`src/rtl/evt_frame_pkg.sv`:
```
package evt_frame_pkg;
  typedef enum logic [1:0] {
    PH_IDLE = 2'd0,
    PH_HDR  = 2'd1,
    PH_PAY  = 2'd2,
    PH_TRL  = 2'd3
  } phase_e;
endpackage

```
`src/rtl/evt_tick_turn.sv`:
```
module evt_tick_turn #(
  parameter int DW     = 16,
  parameter int TICK_W = 8,
  parameter int TURN_W = 16
) (
  input  logic          clk_i,
  input  logic          rst_ni,
  input  logic          step_i,
  input  logic          tick_clr_i,
  input  logic          turn_clr_i,
  input  logic          tick_sync_i,
  input  logic          turn_sync_i,
  input  logic          tick_sync_en_i,
  input  logic          turn_sync_en_i,
  output logic [DW-1:0] stamp_o
);
  localparam int STW = DW - TICK_W;

  logic [TICK_W-1:0] tick_q;
  logic [TURN_W-1:0] turn_q;
  logic              tick_zero, turn_zero, wrap;

  assign tick_zero = tick_clr_i | (tick_sync_i & tick_sync_en_i);
  assign turn_zero = turn_clr_i | (turn_sync_i & turn_sync_en_i);
  // turn advances only on a real tick rollover
  assign wrap      = step_i & (&tick_q) & ~tick_zero;

  always_ff @(posedge clk_i or negedge rst_ni) begin
    if (!rst_ni) begin
      tick_q <= '0;
      turn_q <= '0;
    end else begin
      if (tick_zero)   tick_q <= '0;
      else if (step_i) tick_q <= tick_q + 1'b1;
      if (turn_zero)   turn_q <= '0;
      else if (wrap)   turn_q <= turn_q + 1'b1;
    end
  end

  assign stamp_o = {turn_q[STW-1:0], tick_q};
endmodule

```
`src/rtl/evt_parity_acc.sv`:
```
module evt_parity_acc #(
  parameter int DW = 16
) (
  input  logic          clk_i,
  input  logic          rst_ni,
  input  logic          clr_i,
  input  logic          en_i,
  input  logic [DW-1:0] word_i,
  output logic [DW-1:0] par_o
);
  logic [DW-1:0] par_q;

  always_ff @(posedge clk_i or negedge rst_ni) begin
    if (!rst_ni)    par_q <= '0;
    else if (clr_i) par_q <= '0;
    else if (en_i)  par_q <= par_q ^ word_i;
  end

  assign par_o = par_q;
endmodule

```
`src/rtl/evt_frame_seq.sv`:
```
module evt_frame_seq
  import evt_frame_pkg::*;
#(
  parameter int DW        = 16,
  parameter int HDR_SLOTS = 8,
  parameter int TRL_SLOTS = 4,
  parameter int TICK_W    = 8
) (
  input  logic                    clk_i,
  input  logic                    rst_ni,
  input  logic                    start_i,
  input  logic [$clog2(HDR_SLOTS)-1:0] hdr_last_i,
  input  logic [$clog2(TRL_SLOTS)-1:0] trl_last_i,
  input  logic [$clog2(HDR_SLOTS)-1:0] tick_slot_i,
  input  logic [DW-TICK_W-1:0]    data_type_i,
  input  logic [HDR_SLOTS*DW-1:0] hdr_words_i,
  input  logic [DW-1:0]           stamp_i,
  input  logic [DW-1:0]           par_i,
  input  logic                    pay_valid_i,
  input  logic [DW-1:0]           pay_data_i,
  input  logic                    pay_done_i,
  output logic                    step_o,
  output logic                    acc_clr_o,
  output logic                    acc_en_o,
  output logic [DW-1:0]           acc_word_o,
  output logic                    hdr_done_o,
  output logic                    trl_done_o,
  output logic                    out_valid_o,
  output logic [DW-1:0]           out_data_o
);
  localparam int HCW = $clog2(HDR_SLOTS);
  localparam int TCW = $clog2(TRL_SLOTS);
  localparam int IW  = (HCW > TCW) ? HCW : TCW;

  phase_e          phase_q;
  logic [IW-1:0]   idx_q;
  logic [HCW-1:0]  hl_q, slot_q;
  logic [TCW-1:0]  tl_q;
  logic [DW-1:0]   stamp_q;
  logic            hdr_done_q, trl_done_q, out_valid_q;
  logic [DW-1:0]   out_data_q;

  logic [DW-1:0]   slot_w [HDR_SLOTS];
  logic [DW-1:0]   hdr_word, trl_word, id_word;
  logic            accept, hdr_last, trl_last;

  for (genvar g = 0; g < HDR_SLOTS; g++) begin : g_slot
    assign slot_w[g] = hdr_words_i[g*DW +: DW];
  end

  assign accept   = (phase_q == PH_IDLE) & start_i;
  assign hdr_last = (idx_q == IW'(hl_q));
  assign trl_last = (idx_q == IW'(tl_q));
  assign id_word  = {data_type_i, stamp_q[TICK_W-1:0]};
  assign hdr_word = (idx_q[HCW-1:0] == slot_q) ? stamp_q : slot_w[idx_q[HCW-1:0]];

  always_comb begin
    if (trl_last)          trl_word = par_i;
    else if (idx_q == '0)  trl_word = id_word;
    else                   trl_word = '0;
  end

  // parity sees payload words and every trailer word ahead of the parity word
  assign acc_clr_o  = accept;
  assign acc_en_o   = ((phase_q == PH_PAY) & pay_valid_i) | ((phase_q == PH_TRL) & ~trl_last);
  assign acc_word_o = (phase_q == PH_PAY) ? pay_data_i : trl_word;
  assign step_o     = accept;

  always_ff @(posedge clk_i or negedge rst_ni) begin
    if (!rst_ni) begin
      phase_q     <= PH_IDLE;
      idx_q       <= '0;
      hl_q        <= '0;
      tl_q        <= '0;
      slot_q      <= '0;
      stamp_q     <= '0;
      hdr_done_q  <= 1'b0;
      trl_done_q  <= 1'b0;
      out_valid_q <= 1'b0;
      out_data_q  <= '0;
    end else begin
      out_valid_q <= 1'b0;
      unique case (phase_q)
        PH_IDLE: begin
          if (start_i) begin
            phase_q    <= PH_HDR;
            idx_q      <= '0;
            hl_q       <= hdr_last_i;
            tl_q       <= trl_last_i;
            slot_q     <= tick_slot_i;
            stamp_q    <= stamp_i;
            hdr_done_q <= 1'b0;
            trl_done_q <= 1'b0;
          end
        end
        PH_HDR: begin
          out_valid_q <= 1'b1;
          out_data_q  <= hdr_word;
          if (hdr_last) begin
            phase_q    <= PH_PAY;
            hdr_done_q <= 1'b1;
            idx_q      <= '0;
          end else begin
            idx_q <= idx_q + 1'b1;
          end
        end
        PH_PAY: begin
          if (pay_done_i) begin
            phase_q <= PH_TRL;
            idx_q   <= '0;
          end
        end
        PH_TRL: begin
          out_valid_q <= 1'b1;
          out_data_q  <= trl_word;
          if (trl_last) begin
            phase_q    <= PH_IDLE;
            trl_done_q <= 1'b1;
          end else begin
            idx_q <= idx_q + 1'b1;
          end
        end
        default: phase_q <= PH_IDLE;
      endcase
    end
  end

  assign hdr_done_o  = hdr_done_q;
  assign trl_done_o  = trl_done_q;
  assign out_valid_o = out_valid_q;
  assign out_data_o  = out_data_q;
endmodule

```
`src/rtl/evt_frame_gen.sv`:
```
module evt_frame_gen #(
  parameter int DW        = 16,
  parameter int HDR_SLOTS = 8,
  parameter int TRL_SLOTS = 4,
  parameter int TICK_W    = 8,
  parameter int TURN_W    = 16
) (
  input  logic                         clk_i,
  input  logic                         rst_ni,
  input  logic                         start_i,
  input  logic [$clog2(HDR_SLOTS)-1:0] hdr_last_i,
  input  logic [$clog2(TRL_SLOTS)-1:0] trl_last_i,
  input  logic [$clog2(HDR_SLOTS)-1:0] tick_slot_i,
  input  logic [DW-TICK_W-1:0]         data_type_i,
  input  logic [HDR_SLOTS*DW-1:0]      hdr_words_i,
  input  logic                         tick_clr_i,
  input  logic                         turn_clr_i,
  input  logic                         tick_sync_i,
  input  logic                         turn_sync_i,
  input  logic                         tick_sync_en_i,
  input  logic                         turn_sync_en_i,
  input  logic                         pay_valid_i,
  input  logic [DW-1:0]                pay_data_i,
  input  logic                         pay_done_i,
  output logic                         hdr_done_o,
  output logic                         trl_done_o,
  output logic                         out_valid_o,
  output logic [DW-1:0]                out_data_o
);
  logic          step;
  logic          acc_clr, acc_en;
  logic [DW-1:0] acc_word, par, stamp;

  evt_tick_turn #(.DW(DW), .TICK_W(TICK_W), .TURN_W(TURN_W)) u_tt (
    .clk_i, .rst_ni,
    .step_i        (step),
    .tick_clr_i, .turn_clr_i,
    .tick_sync_i, .turn_sync_i,
    .tick_sync_en_i, .turn_sync_en_i,
    .stamp_o       (stamp)
  );

  evt_parity_acc #(.DW(DW)) u_par (
    .clk_i, .rst_ni,
    .clr_i  (acc_clr),
    .en_i   (acc_en),
    .word_i (acc_word),
    .par_o  (par)
  );

  evt_frame_seq #(
    .DW(DW), .HDR_SLOTS(HDR_SLOTS), .TRL_SLOTS(TRL_SLOTS), .TICK_W(TICK_W)
  ) u_seq (
    .clk_i, .rst_ni,
    .start_i, .hdr_last_i, .trl_last_i, .tick_slot_i,
    .data_type_i, .hdr_words_i,
    .stamp_i     (stamp),
    .par_i       (par),
    .pay_valid_i, .pay_data_i, .pay_done_i,
    .step_o      (step),
    .acc_clr_o   (acc_clr),
    .acc_en_o    (acc_en),
    .acc_word_o  (acc_word),
    .hdr_done_o, .trl_done_o, .out_valid_o, .out_data_o
  );
endmodule

```
`config.mk`:
```
export PLATFORM = sky130hd
export DESIGN_NAME = evt_frame_gen
export DESIGN_NICKNAME = d
export VERILOG_FILES = /design/src/rtl/evt_frame_pkg.sv /design/src/rtl/evt_tick_turn.sv /design/src/rtl/evt_parity_acc.sv /design/src/rtl/evt_frame_seq.sv /design/src/rtl/evt_frame_gen.sv
export SDC_FILE = /design/constraint.sdc
export NUM_CORES = 1
export LEC_CHECK = 0
export ABC_CLOCK_PERIOD_IN_PS = 3100
export CORE_UTILIZATION = 60
export CTS_CLUSTER_SIZE = 40
export DETAILED_ROUTE_END_ITERATION = 8
export DONT_BUFFER_PORTS = 1
export GPL_TIMING_DRIVEN = 0
export HOLD_SLACK_MARGIN = 0.1
export PLACE_DENSITY = 0.73
export SLEW_MARGIN = 20
export SYNTH_ARGS = -nofsm -noshare
export SYNTH_HDL_FRONTEND = slang
export SYNTH_HIERARCHICAL = 1
export SYNTH_SLANG_ARGS = --single-unit
```
`constraint.sdc`:
```
create_clock -name clk_i -period 3.1 [get_ports clk_i]
set_input_delay 0.31 -clock clk_i [delete_from_list [all_inputs] [get_ports clk_i]]
set_output_delay 0.31 -clock clk_i [all_outputs]
set_load 0.02 [all_outputs]
```
==> reports/qor.yml, run 1 <==
status: "complete, no violations"
ir_drop_v: 0.000579
final_cells: 612
crit_path_end_kind: "flip-flop"
antenna_found_initial: 4
synth-seq-area-share_pct: 37.6
htreeDepth: 3
combPwrFrac_pct: 54.2
grt_max_degree: 81
die_h_um: 96.3
drv_slew: 0
clkLatencyLatePin_ns: 0.35
overflow: 0
post-route-period-util_pct: 92.7
dp_hpwl_um: 11400
cts_tree: "built"
utilization_pct: 66.7
power_density_nw_per_um2: 899
cp_data_arrival_time_ns: 3.15
worstHoldPathType: "in2reg"
yosys.area.top_type_share_pct: 37.6
core_area_um2: 8680
fin_area_um2: 5780
multiInputGateArea_um2: 3070
clkPwrFrac_pct: 15.0
start_util_pct: 61.4
synth.distinct_cells: 56
setup_slack_ns: 0.225
min_path_cells: 2
fill_cells: 683
syn_area_um2: 5330
worst_r2r_endpoint: "u_tt/turn_q[6]"
register_area_um2: 2000
avgSynthCellArea_um2: 11.2
tightestPinTransition_ns: 0.718
fin_nets: 676
place.detailed.instances: 584
dr.pass1.iters: 4
rsz0062_at_grt: "no"
grt_pass1_vias: 4378
port_buffers: 0
synth-edff-count: 0
seqPwrFrac_pct: 30.8
setup_tns_ns: 0
finalClockSkew_ns: 0.00805
synthMostInstantiatedCell: "dfrtp_1"
cp-start-kind: "flip-flop"
postRouteAntennaNets: 0
dp_slack_ns: 0.187
swShare_pct: 44.6
syn_inst: 476
synthToLayoutAreaGrowth_pct: 8.52
gr-usage-all-layers_pct: 34.1
die_w_um: 96.3
via_count: 4188
setup_viol: 0
root_buffer: "clkbuf_8"
place_congestion: 0.977
reg2reg_slack_ns: 0.22
wirelength_um: 14900
crit_fanout: 10
synthTopCellsByArea: "dfrtp_1 38%, mux4_2 13%, mux2_2 8.2%"
clock_path_buffers: 2
synthArstFlopShare_pct: 100
layout-drive-gt1-share_pct: 24.5
cp_data_required_time_ns: 3.38
wl_per_cell_um: 24.3
cts_buffers: 9
die_area_um2: 9260
grt_pass1_wl_um: 22900
ff2ff_path_depth: 10
rows: 34
via_per_inst: 6.84
hold_start: "start_i"
ys_ff_latch: 80
p_leak_nw: 2.52
min_to: "u_seq/hdr_done_o"
min_period_ns: 2.88
syn_nets: 655
hold_viol_final: 0
p_int_w: 0.00288
first_iter_violations: 214
path_class: "reg2reg"
slew_headroom_pct: 51.7
cts_num_sinks: 80
drc: 0
maxCapViolCount: 0
synthFlopType: "dfrtp_1"
synth.top_cells.by_count: "80 x dfrtp_1, 42 x nand2_1, 39 x mux2_2"
switchingPower_w: 0.00232
clk_pin_slew_worst_paths_ns: 0.09
r2r_start: "u_seq/phase_q[0]"
synth_area_leader_cell: "dfrtp_1"
postPlaceCellArea_um2: 5470
max_freq_ghz: 0.348
yosys_warnings: 6
io_pins: 190
-- final cells by class --
class	count	share of cell area, %
timing repair buffer	10	2.03
sequential	80	34.6
antenna	2	0.0865
clock buffer	9	2.14
buffer	36	3.70
multi-input combinational	347	53.0
inverter	13	0.844
clock inverter	7	1.23
tap	108	2.34
-- registers in the layout, indices dropped and copies added (netlist names) --
register and cells:
u_par/par_o 16, u_seq/out_data_o 16, u_seq/stamp_q 16, u_tt/tick_q 8, u_tt/turn_q 8, u_seq/hl_q 3, u_seq/idx_q 3, u_seq/slot_q 3
u_seq/phase_q 2, u_seq/tl_q 2, u_seq/hdr_done_o 1, u_seq/out_valid_o 1, u_seq/trl_done_o 1
-- metal layers --
| metal | routed length (um) | vias up | global-route usage (%) |
|---|---|---|---|
| li1 | - | 1853 | - |
| met1 | 6050 | 2051 | 45.1 |
| met2 | 6720 | 245 | 52.5 |
| met3 | 1620 | 35 | 10.1 |
| met4 | 476 | 4 | 13.8 |
| met5 | 23 | - | 0 |
-- power by group through the flow --
stage	combinational [W]	sequential [W]	clock, W
after floorplan	0.00211	0.00156	0
after global placement	0.00264	0.00161	0
after detailed placement	0.00271	0.00162	0
after CTS	0.00276	0.00160	0.000793
after global routing	0.00304	0.00164	0.000816
final	0.00282	0.00160	0.000779
-- worst max path at each step --
| stage | end | slack [ns] | startpoint |
|---|---|---|---|
| 3_3_place_gp | u_tt/turn_q[6] | 0.22 | u_seq/phase_q[0] |
| 6_report | u_tt/turn_q[6] | 0.22 | u_seq/phase_q[0] |
| 4_1_cts | u_tt/turn_q[6] | 0.15 | u_seq/phase_q[0] |
| 5_1_grt | u_tt/turn_q[3] | 0.004 | u_seq/phase_q[0] |
| 3_5_place_dp | u_tt/turn_q[6] | 0.19 | u_seq/phase_q[0] |
| 2_1_floorplan | u_tt/turn_q[6] | 0.60 | u_seq/phase_q[0] |
-- critical path, cell delays in order (launching register included) --
cell and delay (ns):
dfrtp_1 0.41, inv_1 0.11, ha_1 0.26, nand2_1 0.23, clkbuf_2 0.30, inv_1 0.13
buf_4 0.15, nand3_1 0.15, or4_4 0.55, or3_1 0.36, a21oi_1 0.14
-- cells in the final DEF (no fill, tap or decap), types with 10 or more instances in the layout --
| cell | count |
|---|---|
| and3_1 | 18 |
| o21ai_1 | 10 |
| nand2_1 | 42 |
| mux2_2 | 39 |
| mux2i_1 | 20 |
| a21oi_1 | 22 |
| clkbuf_1 | 16 |
| a31oi_1 | 16 |
| o221ai_1 | 14 |
| mux4_2 | 31 |
| dfrtp_1 | 80 |
| nand3b_1 | 16 |
| inv_1 | 13 |
| a21bo_1 | 10 |
| o21ai_0 | 12 |
| nor2_1 | 14 |
-- metrics by stage --
stage | total power, W | hold WS, ns
global route | 0.00549 | 0.204
floorplan | 0.00367 | 0.0144
CTS | 0.00515 | 0.177
global placement | 0.00425 | 0.0159
finish | 0.00520 | 0.192
detailed placement | 0.00433 | 0.0160
-- what timing repair did --
item                                    in CTS  in global routing
gates resized for setup                      0                  2
endpoints found under the setup margin       0                  6
buffers inserted                             0                  0
hold buffers                                10                  0
endpoints found under the hold margin       88                  0
-- kinds of logic after synthesis --
family                   after synthesis  synth area share (%)
multiplexers                          93                  26.0
buffers and inverters                 49                  4.91
flip-flops                            80                  37.6
XOR/XNOR                              17                  2.93
AND/OR/NAND/NOR                      118                  11.7
adder cells (fa/ha/maj)                8                  1.88
AO/OA/AOI/OAI                        111                  15.0
No activity file was read; power rests on OpenSTA's default activity.
==> run 2, diff against run 1 <==
--- a/config.mk
+++ b/config.mk
@@ -10,9 +10,9 @@
 export CTS_CLUSTER_SIZE = 40
 export DETAILED_ROUTE_END_ITERATION = 8
 export DONT_BUFFER_PORTS = 1
-export GPL_TIMING_DRIVEN = 0
+export GPL_TIMING_DRIVEN = 1
 export HOLD_SLACK_MARGIN = 0.1
-export PLACE_DENSITY = 0.73
+export PLACE_DENSITY = 0.76
 export SLEW_MARGIN = 20
 export SYNTH_ARGS = -nofsm -noshare
 export SYNTH_HDL_FRONTEND = slang
==> run 2 against run 1 <==
  * Flip-flop and latch count stayed put
  * Global-route usage down 0.71 points
  * Die area unchanged
  * Clock power fell by 5.1%
  * Wire length down 0.45%
  * Largest cell class unchanged
==> reports/qor.yml, run 2 (synthesized netlist as in run 1, its figures left out) <==
first_iter_violations: 253  # +18%
worst_r2r_endpoint: "u_seq/out_data_o[15]"
layout-drive-gt1-share_pct: 25.7  # +1.2 points
power_density_nw_per_um2: 907  # +0.88%
path_class: "reg2reg"
status: "complete, no violations"
route.met2.wl_um: 7140  # +6.2%
power.total_w: 0.00512  # -1.5%
finalClockSkew_ns: 0.0137  # +0.00564 ns
slew_headroom_pct: 51.5  # -0.25 points
path_cells: "buf_4, mux4_2, mux2_2, mux2i_1, o221ai_1"
reg2reg_slack_ns: 0.64  # +0.41 ns
setup_slack_ns: 0.635  # +0.411 ns
p_leak_nw: 2.48  # -1.9%
place_congestion: 0.939  # -3.9%
synthToLayoutAreaGrowth_pct: 5.99
start_util_pct: 61.4  # unchanged
cp_data_arrival_time_ns: 2.65  # -0.50 ns
cp-startpoint: "u_seq/idx_q[0]"
clkPwrFrac_pct: 14.4  # -0.6 points
die_area_um2: 9260  # unchanged
core_area_um2: 8680  # unchanged
slowest_delay_ns: 0.57  # +0.02 ns
wirelength_um: 14800  # -0.45%
max_freq_ghz: 0.406  # +17%
grt_max_degree: 81  # unchanged
overflow: 0  # unchanged
io_pins: 190  # unchanged
rows: 34  # unchanged
worstHoldPathType: "in2reg"
die_h_um: 96.3  # unchanged
crit_path_end_kind: "flip-flop"
antenna_found_initial: 2  # -2
dr.pass1.iters: 4  # unchanged
fin_nets: 655  # -3.1%
antenna_cells: 0  # -2
swShare_pct: 44.2  # -0.41 points
root_buffer: "clkbuf_8"
hold_viol_final: 0  # unchanged
clkLatencyLatePin_ns: 0.36  # about the same
final_common_cell: "dfrtp_1"
maxCapViolCount: 0  # unchanged
switchingPower_w: 0.00227  # -2.4%
slowest_stage: "mux4_2"
ir_drop_v: 0.000851  # +47%
cts_buffers: 9  # unchanged
wl_per_cell_um: 25.3  # +3.8%
met3WireLength_um: 1440  # -11%
postRouteAntennaNets: 0  # unchanged
cts_resized: 0  # unchanged
clock_path_buffers: 2  # unchanged
p_int_w: 0.00286  # -0.75%
min_period_ns: 2.46  # -0.411 ns
clk_pin_slew_worst_paths_ns: 0.08  # about the same
grt_pass1_wl_um: 22400  # -2.3%
final_cell_mix: "79 x dfrtp_1, 42 x nand2_1, 39 x mux2_2"
grt_pass1_vias: 4075  # -6.9%
dp_slack_ns: 0.627  # +0.441 ns
via_count: 4110  # -1.9%
ff2ff_path_depth: 5  # -5
via_per_inst: 7.00  # +2.3%
drc: 0  # unchanged
die_w_um: 96.3  # unchanged
setup_viol: 0  # unchanged
highest-signal-layer: "met5"
rsz0062_at_grt: "no"
cp-start-kind: "flip-flop"
cts_num_sinks: 80  # unchanged
cts_tree: "built"
port_buffers: 0  # unchanged
combPwrFrac_pct: 53.5  # -0.7 points
tightestPinTransition_ns: 0.728  # +0.0103 ns
seqPwrFrac_pct: 32.1  # +1.3 points
drt-met1-wl_um: 5780  # -4.5%
setup_tns_ns: 0  # unchanged
gr-usage-all-layers_pct: 33.4  # -0.71 points
crit_end: "u_seq/out_data_o[15]"
drv_slew: 0  # unchanged
cp_data_required_time_ns: 3.29  # -0.09 ns
dp_hpwl_um: 11200  # -1.9%
post-route-period-util_pct: 79.5  # -13 points
htreeDepth: 3  # unchanged
r2r_start: "u_seq/idx_q[0]"
crit_fanout: 32  # +22
## run 2: cell count changes in the layout (fill, tap and decap cells not counted), sizes merged
| cell | change |
|---|---|
| clkbuf | -16 |
| diode | -2 |
| inv | -1 |
| clkinvlp | -2 |
| dlygate4sd3 | -4 |
## run 2: power groups by stage
stage / Combinational, W / Sequential (W) / Clock [W]
after CTS: 0.00269 / 0.00164 / 0.000744
after global placement: 0.00256 / 0.00165 / 0
after global routing: 0.00292 / 0.00167 / 0.000790
final: 0.00274 / 0.00165 / 0.000739
after detailed placement: 0.00265 / 0.00166 / 0
after floorplan: 0.00211 / 0.00156 / 0
## run 2: worst max-delay path, delay by kind of cell, from the launching register on
family	cells	cell delay, ns
muxes	3	1.14
buffers and inverters	1	0.51
DFF	1	0.48
AOI/OAI and AO/OA	1	0.15
## run 2: layout make-up
class | count | area, um2
clock buffer | 10 | 128
sequential | 80 | 2000
multi-input combinational | 347 | 3070
tap | 108 | 135
fill | 701 | 3030
timing repair buffer | 25 | 220
clock inverter | 4 | 47.5
inverter | 13 | 48.8
## run 2: how the worst min path moves through the flow
stage,from,to,slack [ns],cells past startpoint
2_1_floorplan,rst_ni,u_par/par_o[0],0.01,0
3_3_place_gp,rst_ni,u_par/par_o[3],0.02,0
3_5_place_dp,rst_ni,u_par/par_o[3],0.02,0
4_1_cts,tick_slot_i[0],u_seq/slot_q[0],0.10,1
5_1_grt,tick_slot_i[2],u_seq/slot_q[2],0.10,1
6_report,tick_slot_i[0],u_seq/slot_q[0],0.11,1
## run 2: routing by layer
metal	up-vias	global-route usage, %
li1	1799	-
met2	206	53.4
met5	-	0
met4	4	12.3
met1	2060	43.3
met3	41	9.56
## run 2: what timing repair did
action                                  4_1_cts  5_1_grt
endpoints found under the hold margin        83        1
setup buffers                                 0        0
hold buffers                                  5        1
endpoints found under the setup margin        0        0
## run 2: through the flow
| stage | hold slack, ns | area (um2) | util, % | cells |
|---|---|---|---|---|
| global route | 0.103 | 5650 | 65.1 | 587 |
| global placement | 0.0162 | 5400 | 62.2 | 567 |
| finish | 0.109 | 5650 | 65.1 | 587 |
| floorplan | 0.0144 | 5330 | - | 476 |
| detailed placement | 0.0163 | 5400 | 62.2 | 567 |
| CTS | 0.102 | 5640 | 65.0 | 586 |
==> run 3, diff against run 2 <==
--- a/config.mk
+++ b/config.mk
@@ -5,8 +5,8 @@
 export SDC_FILE = /design/constraint.sdc
 export NUM_CORES = 1
 export LEC_CHECK = 0
-export ABC_CLOCK_PERIOD_IN_PS = 3100
-export CORE_UTILIZATION = 60
+export ABC_CLOCK_PERIOD_IN_PS = 2100
+export CORE_UTILIZATION = 58
 export CTS_CLUSTER_SIZE = 40
 export DETAILED_ROUTE_END_ITERATION = 8
 export DONT_BUFFER_PORTS = 1
==> constraint.sdc (replaced) <==
create_clock -name clk_i -period 2.1 [get_ports clk_i]
set_input_delay 0.21 -clock clk_i [delete_from_list [all_inputs] [get_ports clk_i]]
set_output_delay 0.21 -clock clk_i [all_outputs]
set_load 0.02 [all_outputs]
==> run 3 against run 2 <==
  * The flow now finishes with violations (design-rule violations)
  * Combinational power grew 56%
  * Die area increased by 3.4%
  * Register-to-register slack got worse by 0.61 ns
  * Fmax increased by 19%
  * Clock-buffer cell count rose by 3
  * Non-clock buffer count is 20 higher
  * Utilization up 1.9 points
  * Wire length shrank 0.34%
  * Cell area rose by 4.5%
==> reports/qor.yml, run 3 (synthesized netlist as in run 1, its figures left out) <==
htreeDepth: 3  # unchanged
finalClockSkew_ns: 0.0108  # -0.00292 ns
wl_per_cell_um: 24.3  # -3.9%
port_buffers: 0  # unchanged
overflow: 0  # unchanged
cp-start-kind: "flip-flop"
dr.pass1.iters: 6  # +2
clk_pin_slew_worst_paths_ns: 0.08  # about the same
via_count: 4195  # +2.1%
tightestPinTransition_ns: 0.555  # -0.173 ns
setup_viol: 0  # unchanged
drv_slew: 0  # unchanged
cts_buffers: 9  # unchanged
path_class: "reg2reg"
rows: 34  # unchanged
antenna_found_initial: 0  # -2
min_path_cells: 4  # +3
postRouteAntennaNets: 0  # unchanged
post-route-period-util_pct: 99.0  # +19 points
via_per_inst: 6.89  # -1.6%
die_area_um2: 9580  # +3.4%
setup_slack_ns: 0.0218  # -0.614 ns
max_freq_ghz: 0.481  # +19%
wirelength_um: 14800  # -0.34%
grt_pass1_vias: 4287  # +5.2%
crit_path_end_kind: "flip-flop"
r2r_start: "u_seq/idx_q[0]"
die_w_um: 97.9  # +1.7%
dp_hpwl_um: 10800  # -3.4%
cp_data_arrival_time_ns: 2.32  # -0.33 ns
final_common_cell: "dfrtp_1"
setup_tns_ns: 0  # unchanged
hold_start: "pay_data_i[14]"
maxCapViolCount: 0  # unchanged
grt_max_degree: 81  # unchanged
ir_drop_v: 0.000683  # -20%
core_area_um2: 8810  # +1.5%
gr-usage-all-layers_pct: 31.3  # -2.1 points
io_pins: 190  # unchanged
cts_tree: "built"
status: "finished with violations"
fin_nets: 675  # +3.1%
final_cell_mix: "78 x dfrtp_1, 41 x nand2_1, 39 x mux2_2"
layout-drive-gt1-share_pct: 29.3  # +3.7 points
first_iter_violations: 342  # +35%
antenna_cells: 0  # unchanged
cts_num_sinks: 80  # unchanged
hold_viol_final: 0  # unchanged
rsz0062_at_grt: "no"
grt_pass1_wl_um: 22900  # +2.7%
drc: 6  # +6
crit_fanout: 24  # -25%
min_to: "u_par/par_o[14]"
slew_headroom_pct: 63.0  # +12 points
synthToLayoutAreaGrowth_pct: 10.7
start_util_pct: 60.5  # -0.89 points
worstHoldPathType: "in2reg"
reg2reg_slack_ns: 0.02  # -0.61 ns
violations: "design-rule violations"
p_leak_nw: 2.59  # +4.6%
clkLatencyLatePin_ns: 0.37  # about the same
worst_r2r_endpoint: "u_seq/out_data_o[11]"
clock_path_buffers: 2  # unchanged
cp_data_required_time_ns: 2.34  # -0.95 ns
place_congestion: 0.846  # -9.9%
die_h_um: 97.9  # +1.7%
root_buffer: "clkbuf_8"
min_period_ns: 2.08  # -0.386 ns
ff2ff_path_depth: 5  # unchanged
power_density_nw_per_um2: 1340  # +47%
dp_slack_ns: 0.00825  # -0.619 ns
-- run 3: cell types whose count changed in the layout (fill, tap and decap cells not counted), moves of 2 or more --
| cell | change |
|---|---|
| buf_4 | +11 |
| dlygate4sd3_1 | +5 |
| inv_1 | -3 |
| buf_12 | +2 |
| buf_6 | +2 |
| clkbuf_8 | +2 |
| inv_2 | +2 |
-- run 3: report_power, final --
part / total (W) / internal, W / switching (W)
Sequential: 0.00243 / 0.00192 / 0.000509
Combinational: 0.00427 / 0.00198 / 0.00229
Clock: 0.00118 / 0.000612 / 0.000570
Total: 0.00788 / 0.00452 / 0.00337
-- run 3: per-layer routing --
layer  part of all wire [%]  GRT usage, %  up-vias
met2                     49          49.3      203
met5                      0             0        -
met1                     41          41.8     2120
met3                    8.7          7.52       28
li1                       -             -     1844
met4                    1.8          12.8        0
-- run 3: what timing repair did --
action | 4_1_cts | 5_1_grt
pin swaps | 0 | 0
endpoints found under the setup margin | 1 | 13
hold buffers | 11 | 0
gates resized for setup | 1 | 3
hold endpoints to repair | 90 | 0
setup buffers | 0 | 1
-- run 3: critical path, stage by stage, from the launching register on --
cell and delay, ns:
dfrtp_2 0.45, buf_12 0.23, mux4_2 0.52, mux2_2 0.27, mux2i_1 0.29, o221ai_1 0.16
-- run 3: stage by stage --
stage               cell area [um2]  util, %  cells  power, W  hold WS (ns)
finish                         5900     67.0    609   0.00788         0.133
global route                   5900     67.0    609   0.00830         0.149
CTS                            5880     66.8    608   0.00780         0.132
detailed placement             5550     63.1    581   0.00654       -0.0827
global placement               5550     63.1    581   0.00638       -0.0821
floorplan                      5370        -    476   0.00547       -0.0856
-- run 3: final cells by class --
type	count	area (um2)
inverter	13	51.3
tap	108	135
clock inverter	3	40.0
sequential	80	2000
multi-input combinational	347	3100
fill	654	2910
timing repair buffer	45	415
clock buffer	13	159
-- run 3: worst max-delay path by stage --
stage                                 from                   end
after floorplan           u_seq/phase_q[1]        u_tt/turn_q[6]
after global placement      u_seq/idx_q[0]  u_seq/out_data_o[11]
after detailed placement    u_seq/idx_q[1]  u_seq/out_data_o[12]
after CTS                   u_seq/idx_q[0]  u_seq/out_data_o[12]
after global routing        u_seq/idx_q[0]  u_seq/out_data_o[11]
final                       u_seq/idx_q[0]  u_seq/out_data_o[11]
